File: src/rtl/sdr_pkg.sv
package sdr_pkg;
  localparam int DIV_W_DEF = 7;
  localparam int BUF_W_DEF = 8;

  typedef enum logic [1:0] {
    MODE_OTHER = 2'b00,
    MODE_UART  = 2'b01,
    MODE_I2C   = 2'b10,
    MODE_SPARE = 2'b11
  } mode_e;
endpackage

File: src/rtl/sdr_regfile.sv
module sdr_regfile #(
  parameter int DIV_W = sdr_pkg::DIV_W_DEF,
  parameter int BUF_W = sdr_pkg::BUF_W_DEF,
  localparam int WORD_W = DIV_W + 1 + BUF_W
) (
  input  logic              clk,
  input  logic              rst_n,
  input  logic              run,
  input  logic              wr_en,
  input  logic              wr_lo,
  input  logic              wr_hi,
  input  logic [WORD_W-1:0] wdata,
  input  logic              rx_load,
  input  logic [BUF_W-1:0]  rx_data,
  output logic [DIV_W-1:0]  div_q,
  output logic [BUF_W-1:0]  buf_q,
  output logic [WORD_W-1:0] rdata
);
  always_ff @(posedge clk) begin
    if (!rst_n) begin
      div_q <= '0;
      buf_q <= '0;
    end else begin
      // buffer: receive strobe wins over bus low-lane write
      if (rx_load)
        buf_q <= rx_data;
      else if (wr_en && wr_lo)
        buf_q <= wdata[BUF_W-1:0];
      // divider field: writable only while stopped
      if (!run && wr_en) begin
        if (wr_hi)
          div_q <= wdata[WORD_W-1 -: DIV_W];
        else if (wr_lo)
          div_q <= '0;
      end
    end
  end

  assign rdata = {(run ? {DIV_W{1'b0}} : div_q), 1'b0, buf_q};

  // divider field cannot move while the channel runs
  p_div_locked_r4: assert property (@(posedge clk) disable iff (!rst_n)
    run |=> $stable(div_q));
  // stopped low-only write clears the divider
  p_lo_clear_r6: assert property (@(posedge clk) disable iff (!rst_n)
    (!run && wr_en && wr_lo && !wr_hi) |=> (div_q == '0));
  // receive strobe always lands in the buffer
  p_rx_prio_r8: assert property (@(posedge clk) disable iff (!rst_n)
    rx_load |=> (buf_q == $past(rx_data)));
endmodule

File: src/rtl/sdr_clkdiv.sv
module sdr_clkdiv #(
  parameter int DIV_W = sdr_pkg::DIV_W_DEF,
  localparam int CNT_W = DIV_W + 1
) (
  input  logic             clk,
  input  logic             rst_n,
  input  logic             run,
  input  logic             clk_sel,
  input  logic [DIV_W-1:0] div_n,
  output logic             tick
);
  logic [CNT_W-1:0] cnt;
  logic [CNT_W-1:0] last;
  logic             active;

  // 2*(N+1)-1 == {N, 1}
  assign last   = {div_n, 1'b1};
  assign active = run && !clk_sel;

  always_ff @(posedge clk) begin
    if (!rst_n || !active)
      cnt <= '0;
    else if (cnt == last)
      cnt <= '0;
    else
      cnt <= cnt + 1'b1;
  end

  assign tick = active && (cnt == last);

  // tick never fires on consecutive cycles
  p_tick_gap_r9: assert property (@(posedge clk) disable iff (!rst_n)
    tick |=> !tick);
  // counter restarts while the tick path is idle
  p_idle_restart_r10: assert property (@(posedge clk) disable iff (!rst_n)
    !active |=> (cnt == '0));
endmodule

File: src/rtl/sdr_legal.sv
module sdr_legal #(
  parameter int DIV_W = sdr_pkg::DIV_W_DEF
) (
  input  logic             run,
  input  logic [1:0]       mode,
  input  logic [DIV_W-1:0] div_n,
  output logic             err
);
  import sdr_pkg::*;
  mode_e m;
  logic  bad;

  always_comb begin
    m = mode_e'(mode);
    unique case (m)
      MODE_UART: bad = (div_n <= DIV_W'(1));
      MODE_I2C:  bad = (div_n == '0);
      default:   bad = 1'b0;
    endcase
  end

  assign err = run && bad;
endmodule

File: src/rtl/sdr_unit.sv
module sdr_unit #(
  parameter int DIV_W = sdr_pkg::DIV_W_DEF,
  parameter int BUF_W = sdr_pkg::BUF_W_DEF,
  localparam int WORD_W = DIV_W + 1 + BUF_W
) (
  input  logic              clk,
  input  logic              rst_n,
  input  logic              run,
  input  logic              clk_sel,
  input  logic [1:0]        mode,
  input  logic              wr_en,
  input  logic              wr_lo,
  input  logic              wr_hi,
  input  logic [WORD_W-1:0] wdata,
  output logic [WORD_W-1:0] rdata,
  input  logic              rx_load,
  input  logic [BUF_W-1:0]  rx_data,
  output logic              tick,
  output logic              cfg_err
);
  logic [DIV_W-1:0] div_q;
  logic [BUF_W-1:0] buf_q;

  sdr_regfile #(.DIV_W(DIV_W), .BUF_W(BUF_W)) u_regs (
    .clk(clk), .rst_n(rst_n), .run(run),
    .wr_en(wr_en), .wr_lo(wr_lo), .wr_hi(wr_hi), .wdata(wdata),
    .rx_load(rx_load), .rx_data(rx_data),
    .div_q(div_q), .buf_q(buf_q), .rdata(rdata)
  );

  sdr_clkdiv #(.DIV_W(DIV_W)) u_div (
    .clk(clk), .rst_n(rst_n), .run(run), .clk_sel(clk_sel),
    .div_n(div_q), .tick(tick)
  );

  sdr_legal #(.DIV_W(DIV_W)) u_legal (
    .run(run), .mode(mode), .div_n(div_q), .err(cfg_err)
  );

  // the reserved bit never reads as one
  p_bit8_zero_r2: assert property (@(posedge clk) disable iff (!rst_n)
    rdata[BUF_W] == 1'b0);
  // error flag only while running
  p_err_run_r11: assert property (@(posedge clk) disable iff (!rst_n)
    cfg_err |-> run);
  // outputs quiet in the cycle after reset
  p_reset_quiet_r1: assert property (@(posedge clk)
    !rst_n |=> (!tick && !cfg_err));
endmodule

File: config.mk
export PLATFORM = sky130hd
export DESIGN_NAME = sdr_unit
export DESIGN_NICKNAME = d
export VERILOG_FILES = /design/src/rtl/sdr_pkg.sv /design/src/rtl/sdr_regfile.sv /design/src/rtl/sdr_clkdiv.sv /design/src/rtl/sdr_legal.sv /design/src/rtl/sdr_unit.sv
export SDC_FILE = /design/constraint.sdc
export NUM_CORES = 1
export LEC_CHECK = 0
export BUFFER_PORTS_ARGS = -buffer_cell sky130_fd_sc_hd__clkbuf_2
export CAP_MARGIN = 40
export CORE_UTILIZATION = 47
export DETAILED_ROUTE_END_ITERATION = 12
export GPL_TIMING_DRIVEN = 0
export PLACE_DENSITY = 0.79
export RECOVER_POWER = 50
export SLEW_MARGIN = 20
export SYNTH_ARGS = -nofsm -noshare
export SYNTH_HDL_FRONTEND = slang
export SYNTH_SLANG_ARGS = --single-unit
File: constraint.sdc
create_clock -name clk -period 2.2 [get_ports clk]
set_clock_uncertainty 0.1 [all_clocks]
set_input_delay 0.44 -clock clk [delete_from_list [all_inputs] [get_ports clk]]
set_output_delay 0.44 -clock clk [all_outputs]
set_load 0.05 [all_outputs]
==> Word level (Yosys, flattened, before mapping) <==
Cells that the tools add are included.
{ "word_totals": {"regBits": 23, "in_bits": 34, "output_inout_bits": 18} }
{ "classes": {"n_addsub": 1, "order_cmp": 1, "n_eq_ne": 3, "muxes": 6, "reduce_logical": 15} }
{ "op_table": {"columns": ["cell", "n"], "rows": [
  ["$mux W7", 3],
  ["$mux W8", 2],
  ["$add A8 B1 Y8 const B", 1],
  ["$eq A8 B8 Y1", 1],
  ["$le A7 B1 Y1 const B", 1],
  ["$logic_not A7 Y1", 1],
  ["$logic_and A1 B1 Y1", 5],
  ["$logic_not A1 Y1", 4],
  ["$reduce_bool A2 Y1", 2],
  ["$eq A2 B1 Y1 const B", 1],
  ["$eq A2 B2 Y1 const B", 1],
  ["$pmux W1 S2", 1],
  ["$reduce_and A2 Y1", 1],
  ["$reduce_or A2 Y1", 1],
  ["$logic_or A1 B1 Y1", 1]
]} }

==> Depth between registers and ports, before layout <==
{ "depth": {"word_depth": 5, "ltp_mapped": 5} }

==> Hierarchy <==
A second synthesis with hierarchy kept.
{ "unflattened": {"hier_cells": 132, "area_unflattened_um2": 1255.0} }
{ "modules_own_cells": {"columns": ["mod", "n_inst", "cells_each", "area_per_inst_um2", "seq_area_each_um2"], "rows": [
  ["sdr_regfile", 1, 71, 718.2, 300.3],
  ["sdr_clkdiv", 1, 53, 460.4, 160.2],
  ["sdr_legal", 1, 8, 76.3, 0.0]
]} }

==> Least setup slack after synthesis <==
OpenSTA, ideal clock, no wires.
{ "synth_path": {"kind": "input -> output", "start": "input mode[0]", "end": "output cfg_err", "t_arrival_ns": 1.697, "t_required_ns": 1.660, "path_slack_ns": -0.037, "stages": 5, "cell_sequence": "inv_1 -> ha_1 -> nor4b_1 -> nand2_1 -> nor2_1"} }
{ "synth_between": {"elab_chain_cells": 3, "word_cells_on_any_way": 4, "classes_between": "eq/ne: 2; mux: 1; reduce/logical: 1"} }
{ "synth_lines": {"columns": ["element", "line", "source"], "rows": [
  ["start: declaration", "sdr_unit.sv:10", "input logic [1:0] mode,"],
  ["$eq A2 B2 Y1 or $eq A2 B1 Y1 (tied branches)", "sdr_legal.sv:15", "unique case (m)"],
  ["$pmux W1 S2 (*)", "sdr_legal.sv:15", null],
  ["$logic_and A1 B1 Y1 (*)", "sdr_legal.sv:22", "assign err = run && bad;"],
  ["end: declaration", "sdr_unit.sv:19", "output logic cfg_err"]
]} }
Every way passes the cells marked *; elsewhere a longest branch is shown, timed or not.

==> Worst setup path after layout <==
{ "layout_path": {"start": "register u_regs.div_q[4]", "end": "output tick"} }
{ "layout_between": {"elab_chain_cells": 2} }
{ "layout_lines": {"columns": ["element", "line", "source"], "rows": [
  ["start: declaration", "sdr_regfile.sv:15", "output logic [DIV_W-1:0] div_q,"],
  ["start signal: assignment", "sdr_regfile.sv:32", "div_q <= wdata[WORD_W-1 -: DIV_W];"],
  ["$eq A8 B8 Y1", "sdr_clkdiv.sv:29", "assign tick = active && (cnt == last);"],
  ["$logic_and A1 B1 Y1", "sdr_clkdiv.sv:29", null],
  ["end: declaration", "sdr_unit.sv:18", "output logic tick,"]
]} }
Every way passes these cells.

==> impl_metrics.tcl <==
set metrics [dict create \
    die_y_um 53.34 \
    max_clock_freq_mhz 471.5 \
    worst_ir_drop_vdd_v 0.0004623 \
    cts.sinks 23 \
    holdBufCountCts 0 \
    place_area_um2 1519 \
    pin_count 52 \
    ctsRootBufferMaster "clkbuf_4" \
    routabilityCongestion 0.8526 \
    final_cells 218 \
    via_count 1136 \
    worstSkewPairLatency_ns 0.30 \
    drtAntennaViolNets 0 \
    clockBufferDepth 2 \
    grt_pass1_wl_um 4574 \
    power_uw 836.2 \
    finalCritPeriodShare 0.9640 \
    cp_data_required_time_ns 1.66 \
    postSynthAreaPerCell_um2 9.175 \
    maxCapViolCount 0 \
    fin_util 0.6369 \
    hold_viol_final 0 \
    critPathArrivalTime_ns 1.58 \
    synth_edf_count 0 \
    core_um2 2477 \
    async_flop_share 0 \
    min_path_type "in -> reg" \
    relSlewSlack 0.5983 \
    fin_nets 226 \
    grt.total_usage 0.2209 \
    end_kind "primary output" \
    cts_tree "done" \
    grt-ovfl-total 0 \
    period_needed_ns 2.121 \
    critPathKind "reg -> out" \
    syn_inst 135 \
    worst_pin_slew_ns 0.6051 \
    synth_fa_ha_area_frac 0.03030 \
    fillers 231 \
    first_global_vias 1116 \
    grt_max_degree 13 \
    start_kind "register" \
    seq_area_frac_synth 0.3717 \
    synth-xor-area-share 0.07071 \
    synthMuxAreaShare 0.06465 \
    synth_nets 172 \
    setup_viol 0 \
    wire_per_inst_um 12.62 \
    yosysWarnings 0 \
    drive_gt1_frac 0.3298 \
    dp_hpwl_um 2126 \
    dpl.cell_count 213 \
    firstDrtPassIters 4 \
    status "complete, no violations" \
    cts_max_level 1 \
    ys_ff_latch 23 \
    wl_met3_um 131 \
    rsz0062_at_grt "no" \
    wl_um 2752 \
    finalInstanceArea_um2 1578 \
    wl_met2_um 1388 \
    area_delta_synth_final_pct 27.37 \
    leakagePower_nw 0.7679 \
    worstPathMaxFanout 4 \
    portBuffers 48 \
    synth_top_family_by_area "compound AO/OA/AOI/OAI gates" \
    drc 0 \
    drt-met1-wl_um 1194 \
    drt_iter0_drc 7 \
    num_rows 18 \
    avgViaCountPerCell 5.211 \
    ys.flop_type "dfxtp_1" \
    yosysUniqueCellTypes 33 \
    cts_buffers 3 \
    antenna_found_initial 0 \
    initial_utilization 0.5000 \
    drv_slew 0 \
    clkTransAtPathRegs_ns 0.12 \
    power.density_nw_per_um2 530.0 \
    diodes 0 \
    top_layer "met4" \
    setup_tns_ns 0 \
    synth-simple-area-share 0.1929 \
    synth_compound_area_frac 0.2131 \
    netlist_area_um2 1239 \
    die_w_um 53.34 \
    die-area_um2 2845 \
]
## power by group
group          switching [mW]  internal, mW
Sequential             0.0128         0.434
Combinational           0.124        0.0726
Clock                   0.122        0.0706
## layout make-up
type / instances / area [µm²] / area share
multi-input cells: 99 / 728.2 / 0.4615
flip-flops and latches: 23 / 464.2 / 0.2942
repair buffers: 50 / 261.5 / 0.1657
plain buffers: 7 / 41.29 / 0.02617
well taps: 30 / 37.54 / 0.02379
clock buffers: 4 / 26.28 / 0.01665
inverters: 5 / 18.77 / 0.01190
## cells in the mapped netlist (2+ instances only)
library cell | n | share of area
a211oi_1 | 4 | 0.024
a21boi_0 | 7 | 0.042
a221oi_2 | 2 | 0.024
buf_2 | 2 | 0.0081
buf_4 | 2 | 0.012
clkbuf_1 | 3 | 0.0091
dfxtp_1 | 23 | 0.37
ha_1 | 3 | 0.030
inv_1 | 5 | 0.015
mux2i_1 | 8 | 0.065
nand2_1 | 17 | 0.052
nand3_1 | 4 | 0.016
nor2_1 | 4 | 0.012
nor2b_1 | 6 | 0.030
o211a_1 | 8 | 0.065
o21ai_0 | 10 | 0.040
or3_1 | 3 | 0.015
xnor2_1 | 4 | 0.028
xor2_1 | 6 | 0.042
## state kept, by name, summed over array words and instances (netlist names)
name          count
u_div.cnt         8
u_regs.div_q      7
u_regs.buf_q      8
## per-layer routing
metal / track usage / vias up
met2: 0.3938 / 35
met4: 0.09649 / 0
met5: 0 / -
met3: 0.04885 / 4
li1: - / 583
met1: 0.2461 / 514
## per-stage QoR
| stage | hold WS, ns | setup slack (ns) |
|---|---|---|
| after floorplan | 0.3496 | 0.1513 |
| after global placement | 0.3797 | 0.05746 |
| after detailed placement | 0.3876 | 0.01237 |
| after CTS | 0.2454 | 0.009552 |
| after global routing | 0.2621 | 0.001154 |
| final | 0.2560 | 0.07919 |
## path summary, 6_finish.rpt
kind | to | from | slack, ns | cells after the start
max | tick | u_regs.div_q[4]$_SDFFE_PN0P_ | 0.08 | 4
min | u_regs.div_q[6]$_SDFFE_PN0P_ | wdata[15] | 0.26 | 3
max reg2reg | u_div.cnt[7]$_SDFF_PP0_ | u_div.cnt[2]$_SDFF_PP0_ | 0.59 | 6
min reg2reg | u_regs.buf_q[0]$_SDFFE_PN0P_ | u_regs.buf_q[0]$_SDFFE_PN0P_ | 0.41 | 1
## critical path, stage by stage, from the launching register on
cell and delay, ns:
dfxtp_1 0.36, xor2_1 0.19, nor4_4 0.31, and4b_1 0.26
buf_8 0.15
## cell usage in the layout, fill, tap and decap left out, drive strengths merged
| master | synthesis | routed |
|---|---|---|
| clkbuf | 3 | 56 |
| dfxtp | 23 | 23 |
| nand2 | 17 | 17 |
| o21ai | 10 | 10 |
| mux2i | 8 | 8 |
| o211a | 8 | 8 |
| a21boi | 7 | 7 |
| nor2b | 6 | 6 |
| xor2 | 6 | 6 |
| inv | 5 | 5 |
| buf | 5 | 5 |
| nand3 | 4 | 4 |
| a211oi | 4 | 4 |
| nor2 | 4 | 4 |
| xnor2 | 4 | 4 |
| or3 | 3 | 3 |
| ha | 3 | 3 |
| a221oi | 3 | 3 |
| nor4 | 2 | 2 |
| and4 | 1 | 1 |
| and4b | 1 | 1 |
| nor4b | 1 | 1 |
| a21oi | 1 | 1 |
| a21o | 1 | 1 |
| and3b | 1 | 1 |
| nand2b | 1 | 1 |
| nand4 | 1 | 1 |
| nand3b | 1 | 1 |
| conb | 1 | 1 |
## repair_timing
action / CTS / global route
gates resized for setup: 3 / 7
pin swaps: 2 / 2
setup endpoints to repair: 1 / 2
buffers inserted: 2 / 0
## logic make-up after synthesis
logic type | after synthesis
flip-flops | 23
other | 1
buffers and inverters | 13
AO/OA/AOI/OAI | 34
adder cells (fa/ha/maj) | 3
AND/OR/NAND/NOR | 43
multiplexers | 8
XOR/XNOR | 10
No activity file was read; power rests on OpenSTA's default activity.
